<file path="src/rtl/bank_demux_pkg.sv">
package bank_demux_pkg;
  typedef struct packed {
    logic captureEn;
    logic bypassSel;
    logic dataPass;
    logic addrValid;
  } demuxStrobe_t;
endpackage

</file>
<file path="src/rtl/bank_demux_ctrl.sv">
module bank_demux_ctrl
  import bank_demux_pkg::*;
(
  input  logic         phi2,
  input  logic         vda,
  input  logic         vpa,
  output demuxStrobe_t strobe
);
  logic lowPhase;
  logic anyQual;

  always_comb begin
    lowPhase         = ~phi2;
    anyQual          = vda | vpa;
    // capture and bypass only in a qualified low phase
    strobe.captureEn = lowPhase & anyQual;
    strobe.bypassSel = lowPhase & anyQual;
    strobe.dataPass  = phi2;
    strobe.addrValid = anyQual;
  end
endmodule

</file>
<file path="src/rtl/bank_demux_dp.sv">
module bank_demux_dp
  import bank_demux_pkg::*;
#(
  parameter int LO_W       = 16,
  parameter int BANK_W     = 8,
  parameter int RESET_BANK = 0,
  parameter bit BYPASS_EN  = 1'b1,
  localparam int ADDR_W    = LO_W + BANK_W
) (
  input  logic              clk,
  input  logic              rst,
  input  demuxStrobe_t      strobe,
  input  logic [BANK_W-1:0] dataIn,
  input  logic [LO_W-1:0]   addrLo,
  output logic [ADDR_W-1:0] addrOut,
  output logic [BANK_W-1:0] dataOut
);
  logic [BANK_W-1:0] heldBank;
  logic [BANK_W-1:0] bankSel;

  always_ff @(posedge clk or posedge rst) begin
    if (rst)                   heldBank <= BANK_W'(RESET_BANK);
    else if (strobe.captureEn) heldBank <= dataIn;
  end

  generate
    if (BYPASS_EN) begin : g_bypass
      always_comb bankSel = strobe.bypassSel ? dataIn : heldBank;
    end else begin : g_regonly
      logic unusedBypass;
      always_comb begin
        unusedBypass = strobe.bypassSel;
        bankSel      = heldBank;
      end
    end
  endgenerate

  always_comb begin
    addrOut = {bankSel, addrLo};
    dataOut = strobe.dataPass ? dataIn : '0;
  end
endmodule

</file>
<file path="src/rtl/bank_addr_demux.sv">
module bank_addr_demux
  import bank_demux_pkg::*;
#(
  parameter int LO_W       = 16,
  parameter int BANK_W     = 8,
  parameter int RESET_BANK = 0,
  parameter bit BYPASS_EN  = 1'b1,
  localparam int ADDR_W    = LO_W + BANK_W
) (
  input  logic              clk,
  input  logic              rst,
  input  logic              phi2,
  input  logic              vda,
  input  logic              vpa,
  input  logic [BANK_W-1:0] dataBus,
  input  logic [LO_W-1:0]   addrLo,
  output logic [ADDR_W-1:0] addrFull,
  output logic              addrValid,
  output logic [BANK_W-1:0] dataOut
);
  demuxStrobe_t strobe;

  bank_demux_ctrl ctrl_i (
    .phi2   (phi2),
    .vda    (vda),
    .vpa    (vpa),
    .strobe (strobe)
  );

  bank_demux_dp #(
    .LO_W       (LO_W),
    .BANK_W     (BANK_W),
    .RESET_BANK (RESET_BANK),
    .BYPASS_EN  (BYPASS_EN)
  ) dp_i (
    .clk     (clk),
    .rst     (rst),
    .strobe  (strobe),
    .dataIn  (dataBus),
    .addrLo  (addrLo),
    .addrOut (addrFull),
    .dataOut (dataOut)
  );

  assign addrValid = strobe.addrValid;
endmodule

</file>
<file path="config.mk">
export PLATFORM = sky130hd
export DESIGN_NAME = bank_addr_demux
export DESIGN_NICKNAME = d
export VERILOG_FILES = /design/src/rtl/bank_demux_pkg.sv /design/src/rtl/bank_demux_ctrl.sv /design/src/rtl/bank_demux_dp.sv /design/src/rtl/bank_addr_demux.sv
export SDC_FILE = /design/constraint.sdc
export NUM_CORES = 1
export LEC_CHECK = 0
export BUFFER_PORTS_ARGS = -buffer_cell sky130_fd_sc_hd__clkbuf_2
export CAP_MARGIN = 20
export CORE_MARGIN = 1.5
export CORE_UTILIZATION = 31
export DETAILED_ROUTE_END_ITERATION = 10
export PLACE_DENSITY = 0.79
export SLEW_MARGIN = 20
export SYNTH_ARGS = -nofsm -noshare
export SYNTH_HDL_FRONTEND = slang
export SYNTH_SLANG_ARGS = --single-unit
export TNS_END_PERCENT = 20
</file>
<file path="constraint.sdc">
create_clock -name clk -period 0.8 [get_ports clk]
set_input_delay 0.04 -clock clk [delete_from_list [all_inputs] [get_ports clk]]
set_output_delay 0.04 -clock clk [all_outputs]
set_load 0.02 [all_outputs]
</file>
=== Word level (Yosys, flattened, before mapping) ===
Cells that the tools add are included.

* Bits in registers: 8
* Bits of input ports: 29
* Output and inout bits: 33
* Logic and storage cells: 6

* Bitwise operators: 3
* Muxes and demuxes: 2

{| class="wikitable"
|+ Operators by type and width
! cell !! count
|-
| two-way mux 8 bit || 2
|-
| AND 1 bit || 1
|-
| inverter 1 bit || 1
|-
| OR 1 bit || 1
|}

=== Longest topological paths before layout ===
Gate-level depths: netlist of the first run.

* Depth in word-level cells: 3
* Depth in mapped cells: 2
* Gate-level depth less buffers: 2

=== Modules after synthesis ===
From an unflattened synthesis of the first run, not the netlist that was laid out.

* Cell total of the unflattened synthesis: 56
* Area, all modules: 675.6 um2

{| class="wikitable"
|+ Modules (own cells, without submodules)
! module !! cells an instance !! times used !! area each (um2) !! seq. area each (um2)
|-
| bank_demux_dp || 51 || 1 || 636.9 || 200.2
|-
| bank_demux_ctrl || 5 || 1 || 38.8 || 0.0
|}

=== Least setup slack after synthesis of the first run ===
No wires, ideal clock.

* Kind: input to register
* Start: input port vpa
* End: register dp_i.heldBank[0]
* Required time: 653 ps
* Arrival: 671 ps
* Path slack: -19 ps
* Setup time: 147 ps
* Buffers on the path: 0
* Stages: 2
* Cells stage by stage: o21bai_4 > mux2_2

* Cells in the longest elaborated chain, start to end: 3

{| class="wikitable"
|+ Ends and longest elaborated chain
! what !! RTL line !! text
|-
| from (decl) || bank_addr_demux.sv:14 || <nowiki>input logic vpa,</nowiki>
|-
| OR 1 bit || bank_demux_ctrl.sv:14 || <nowiki>anyQual = vda | vpa;</nowiki>
|-
| AND 1 bit || - ||
|-
| two-way mux 8 bit || - ||
|-
| net addrFull[16] || bank_addr_demux.sv:17 || <nowiki>output logic [ADDR_W-1:0] addrFull,</nowiki>
|-
| to (signal assigned) || bank_demux_dp.sv:22 || <nowiki>if (rst) heldBank <= BANK_W'(RESET_BANK);</nowiki>
|-
| to (signal assigned) || bank_demux_dp.sv:23 || <nowiki>else if (strobe.captureEn) heldBank <= dataIn;</nowiki>
|-
| to (decl) || bank_demux_dp.sv:18 || <nowiki>logic [BANK_W-1:0] heldBank;</nowiki>
|}

The timed path passes the listed nets, and every way through them passes these cells.

=== Worst setup path in the final report of the first run ===
* Start: register dp_i.heldBank[5]
* End: output port addrFull[21]

* Cells in the longest elaborated chain, start to end: 1

{| class="wikitable"
|+ Ends and longest elaborated chain
! what !! RTL line !! text
|-
| two-way mux 8 bit || bank_demux_dp.sv:28 || <nowiki>always_comb bankSel = strobe.bypassSel ? dataIn : heldBank;</nowiki>
|-
| to (decl) || bank_addr_demux.sv:17 ||
|}

No other way between the ends.

==> impl_metrics.tcl, run 1 <==
set metrics [dict create \
    min_period_ns 1.05 \
    synth-seq-cells 8 \
    slowest_delay_ns 0.36 \
    hold_class "input pin to flop" \
    core_area_um2 1510 \
    portBuffers 29 \
    placed_cell_area_um2 552 \
    grt_pass1_wl_um 1380 \
    max_cap_violations 0 \
    grt_max_degree 9 \
    finalPower_mw 1.23 \
    antenna_left 0 \
    outcome "finished, violations left" \
    synthCells 43 \
    cp_max_fo 2 \
    synthDistinctLibCells 7 \
    ys_seq_area_frac 0.401 \
    grt_usage 0.102 \
    finalMaxSlewViolations 0 \
    die_x_um 43.1 \
    yosysWarnings 0 \
    cp.required_ns 0.76 \
    worst_pin_slew_ns 0.357 \
    slew_headroom 0.761 \
    place_inst 73 \
    violations "negative setup slack" \
    drt_iter0_markers 3 \
    powerDensity_nw_per_um2 1840 \
    crit_slowest_cell "dfrtp_1" \
    ctsRootBufferMaster "clkbuf_4" \
    hold_viol_final 0 \
    largest_register_ffs 8 \
    p_leak_nw 0.365 \
    cts_htree_levels 1 \
    finalWorstSetupSlack_ns -0.251 \
    final_cells 77 \
    syn2layout_area_growth_pct 34.6 \
    grt_pass1_vias 339 \
    worstSetupPathType "flop to output port" \
    first_pass_iters 2 \
    yosys.area.top_type "dfrtp_1" \
    crit_chain "mux2_4 > buf_8" \
    largest_register "dp_i.heldBank" \
    start_util 0.331 \
    drive_gt1_frac 0.836 \
    cts_tree "built" \
    top_regs "dp_i.heldBank: 8 flops" \
    clockBufferDepth 2 \
    gp_congestion 0.648 \
    clock_sinks 8 \
    fin_area_um2 672 \
    cts_buffers 3 \
    post_synth.cell_area_avg_um2 11.6 \
    whs_ns 0.0604 \
    insertion_delay_ns 0.24 \
    fp-row-count 14 \
    drc 0 \
    period_share 1.31 \
    post_cts_buffers 0 \
    via_per_inst 4.39 \
    num_vias 338 \
    synth_fp_nets 72 \
    ioPinCount 62 \
    fin_nets 92 \
    syn_area_um2 499 \
    gr-total-overflow 0 \
    min-delay-start "dataBus[7]" \
    die_h_um 43.1 \
    startpoint "dp_i.heldBank[5]$_DFF_PP0_" \
    antenna_found_initial 0 \
    antennaDiodeCount 0 \
    crit_path_start_kind "flop" \
    clkSlewWorstSetupHoldPaths_ns 0.05 \
    wire_per_inst_um 11.9 \
    dieArea_um2 1860 \
    synth_top_area_share 0.401 \
    fin_worst_skew_ns 0 \
    totalWireLength_um 919 \
    fmax_mhz 951 \
    cp_data_arrival_time_ns 1.01 \
    synth.area.top_cells "dfrtp_1, buf_4, mux2_2, and2_2, o21bai_4" \
    setup_viol 8 \
    regToRegStartpoint "dp_i.heldBank[5]$_DFF_PP0_" \
    ir_worst_vdd_mv 1.13 \
    tns_ns -1.91 \
    cp-end-kind "output port" \
    rsz0062_at_grt "yes" \
]
critical path, delay by kind of cell, from the launching register on:
kind / cells / cell delay [ns]
buffers and inverters: 1 / 0.13
flip-flops: 1 / 0.36
multiplexers: 1 / 0.27
metrics by stage:
| stage | setup slack [ns] | utilization |
|---|---|---|
| global placement | -0.184 | 0.366 |
| CTS | -0.284 | 0.404 |
| global route | -0.294 | 0.446 |
| floorplan | -0.0189 | - |
| detailed placement | -0.199 | 0.366 |
| finish | -0.251 | 0.446 |
cell families after synthesis:
family                 synth area share
buffers and inverters             0.248
AO/OA/AOI/OAI                    0.0376
flip-flops                        0.401
AND/OR/NAND/NOR                   0.133
multiplexers                      0.180
final timing paths:
check	end	slack (ns)	cells past startpoint
worst max-delay path	addrFull[21]	-0.25	2
worst min-delay path	dp_i.heldBank[7]$_DFF_PP0_	0.06	2
worst max register to register	dp_i.heldBank[5]$_DFF_PP0_	0.05	1
worst min register to register	dp_i.heldBank[4]$_DFF_PP0_	0.50	1
max in group asynchronous	dp_i.heldBank[1]$_DFF_PP0_	0.31	3
min in group asynchronous	dp_i.heldBank[7]$_DFF_PP0_	0.26	3
timing repair:
action                                 4_1_cts  5_1_grt
setup endpoints to repair                    8        8
gates resized for setup                      6       26
endpoints found under the hold margin        8        0
hold buffers                                 1        0
synth_stat cells:
| cell | n |
|---|---|
| buf_4 | 16 |
| and2_2 | 8 |
| dfrtp_1 | 8 |
| mux2_2 | 8 |
| inv_1 | 1 |
| o21bai_4 | 1 |
| or2_2 | 1 |
layout make-up:
type                       instances  area (µm²)
clock buffer                       3        22.5
timing repair buffer              31         220
inverter                           1        3.75
fill                             149         835
multi-input combinational         18         205
sequential                         8         200
tap                               16        20.0
where the power goes:
part | internal (mW) | switching, mW | total [mW]
sequential | 0.458 | 0.0137 | 0.472
clock | 0.171 | 0.122 | 0.292
combinational | 0.254 | 0.215 | 0.469
total | 0.883 | 0.350 | 1.23
layout by cell type, fill, tap and decap left out:
cell	instances
clkbuf_2	21
mux2_4	8
and2_2	8
dfrtp_1	8
buf_6	6
clkbuf_4	3
buf_8	2
o21bai_4	1
inv_1	1
or2_2	1
dlygate4sd3_1	1
buf_4	1
layer usage:
layer,vias to the layer above,global-route usage,share of wire
met5,-,0,0
met3,4,0.0681,0.12
li1,159,-,-
met1,153,0.111,0.41
met4,0,0.0485,0.013
met2,22,0.152,0.45
Note: power is estimated with default switching activity, not from simulation.
==> inputs of run 2 (changes only) <==
CAP_MARGIN = default   (was 20)
CORE_UTILIZATION = 33   (was 31)
PLACE_DENSITY = 0.83   (was 0.79)
clock period = 1.3 ns   (was 0.8 ns; I/O delays follow)
==> impl_metrics.tcl, run 2 (synthesized netlist as in run 1, its figures left out) <==
set metrics [dict create \
    outcome "complete, no violations" \
    top_layer "met4" \
    powerDensity_nw_per_um2 1180 \
    regToRegStartpoint "dp_i.heldBank[5]$_DFF_PP0_" \
    fin_nets 91 \
    cp_max_fo 2 \
    period_share 0.852 \
    die_h_um 41.9 \
    largest_register "dp_i.heldBank" \
    cts_buffers 3 \
    cts_tree "built" \
    rsz0062_at_grt "no" \
    worst_pin_slew_ns 0.296 \
    wl_met1_um 278 \
    grt_usage 0.124 \
    gr-total-overflow 0 \
    fin_worst_skew_ns 0 \
    p_sw_frac 0.300 \
    critPathTopFamily "flip-flops" \
    r2r_end "dp_i.heldBank[5]$_DFF_PP0_" \
    grt_pass1_wl_um 1570 \
    slowest_delay_ns 0.36 \
    reg2reg_slack_ns 0.54 \
    hold_viol_final 0 \
    cp_num_buf_inv 1 \
    cp.required_ns 1.24 \
    cts_htree_levels 1 \
    cp-end-kind "output port" \
    post_cts_resized 0 \
    start_util 0.370 \
    placed_cell_area_um2 543 \
    post_cts_buffers 0 \
    final_cell_mix "clkbuf_2, mux2_2, and2_2, dfrtp_1, clkbuf_4" \
    pwr-share-seq 0.426 \
    top_regs "dp_i.heldBank: 8 flops" \
    syn2layout_area_growth_pct 15.3 \
    antenna_found_initial 0 \
    cp_data_arrival_time_ns 1.04 \
    antenna_left 0 \
    min_period_ns 1.11 \
    die_x_um 41.9 \
    worstSetupPathType "flop to output port" \
    slew_headroom 0.803 \
    wire_per_inst_um 12.6 \
    drc 0 \
    grt_max_degree 10 \
    hold_depth 2 \
    crit_path_start_kind "flop" \
    hold_class "input pin to flop" \
    clkSlewWorstSetupHoldPaths_ns 0.05 \
    whs_ns 0.0786 \
    min-delay-start "dataBus[2]" \
    ioPinCount 62 \
    fp-row-count 13 \
    insertion_delay_ns 0.24 \
    setup_viol 0 \
    dieArea_um2 1760 \
    antennaDiodeCount 0 \
    fmax_mhz 903 \
    finalMaxSlewViolations 0 \
    largest_register_ffs 8 \
    num_vias 345 \
    clockBufferDepth 2 \
    drt_iter0_markers 2 \
    reg2reg_depth 1 \
    p_comb_frac 0.306 \
    p_leak_nw 0.306 \
    cts_hold_buf 1 \
    portBuffers 29 \
    p_int_uw 475 \
    hold-path-endpoint "dp_i.heldBank[2]$_DFF_PP0_" \
    fin_area_um2 576 \
    crit_slowest_cell "dfrtp_1" \
    met2WireLength_um 514 \
    clock_sinks 8 \
    gp_congestion 0.678 \
    clock_power_share 0.268 \
    tns_ns 0 \
    layout_commonest_cell "clkbuf_2" \
    via_per_inst 4.60 \
    wl_met3_um 140 \
    max_cap_violations 0 \
    grt_pass1_vias 366 \
    drive_gt1_frac 0.833 \
    totalWireLength_um 944 \
    crit_chain "mux2_2 > clkbuf_2" \
    netSwitchingPower_uw 203 \
    core_area_um2 1350 \
    ir_worst_vdd_mv 0.651 \
    ctsRootBufferMaster "clkbuf_4" \
    first_pass_iters 2 \
]
==> run 2: cell types whose count changed in the layout (fill, tap and decap cells not counted) <==
cell,delta
buf_8,-2
buf_6,-6
mux2_2,+8
clkbuf_2,+8
buf_4,-1
mux2_4,-8
==> run 2: power groups by stage <==
stage	Clock [mW]	Combinational, mW	Sequential [mW]
after global placement	0	0.205	0.291
after floorplan	0	0.206	0.290
after global routing	0.222	0.224	0.292
final	0.182	0.208	0.289
after detailed placement	0	0.209	0.293
after CTS	0.191	0.212	0.289
==> run 2: cell type report <==
cell class | count | area [µm²]
clock buffers | 3 | 22.5
fillers | 141 | 774
inverters | 1 | 3.75
multi-input cells | 18 | 175
flip-flops and latches | 8 | 200
well taps | 15 | 18.8
repair buffers | 30 | 155
==> run 2: how the worst max path moves through the flow <==
stage | start | end | cells after the start
final | dp_i.heldBank[5]$_DFF_PP0_ | addrFull[21] | 2
after global routing | dp_i.heldBank[5]$_DFF_PP0_ | addrFull[21] | 2
after CTS | dp_i.heldBank[5]$_DFF_PP0_ | addrFull[21] | 2
after detailed placement | vpa | addrFull[21] | 4
after global placement | vpa | addrFull[18] | 4
after floorplan | vpa | dp_i.heldBank[0]$_DFF_PP0_ | 2
==> run 2: routing by layer <==
metal	track usage	vias up
li1	-	156
met4	0.0645	0
met2	0.216	26
met3	0.0870	4
met5	0	-
met1	0.104	159
==> run 2: per-stage QoR <==
stage	total power, mW	instances	worst slack, ns	util
3_5_place_dp	0.503	71	0.229	0.402
3_3_place_gp	0.497	71	0.272	0.402
2_1_floorplan	0.496	43	0.456	-
4_1_cts	0.692	75	0.181	0.426
6_report	0.679	75	0.193	0.426
5_1_grt	0.737	75	0.139	0.426
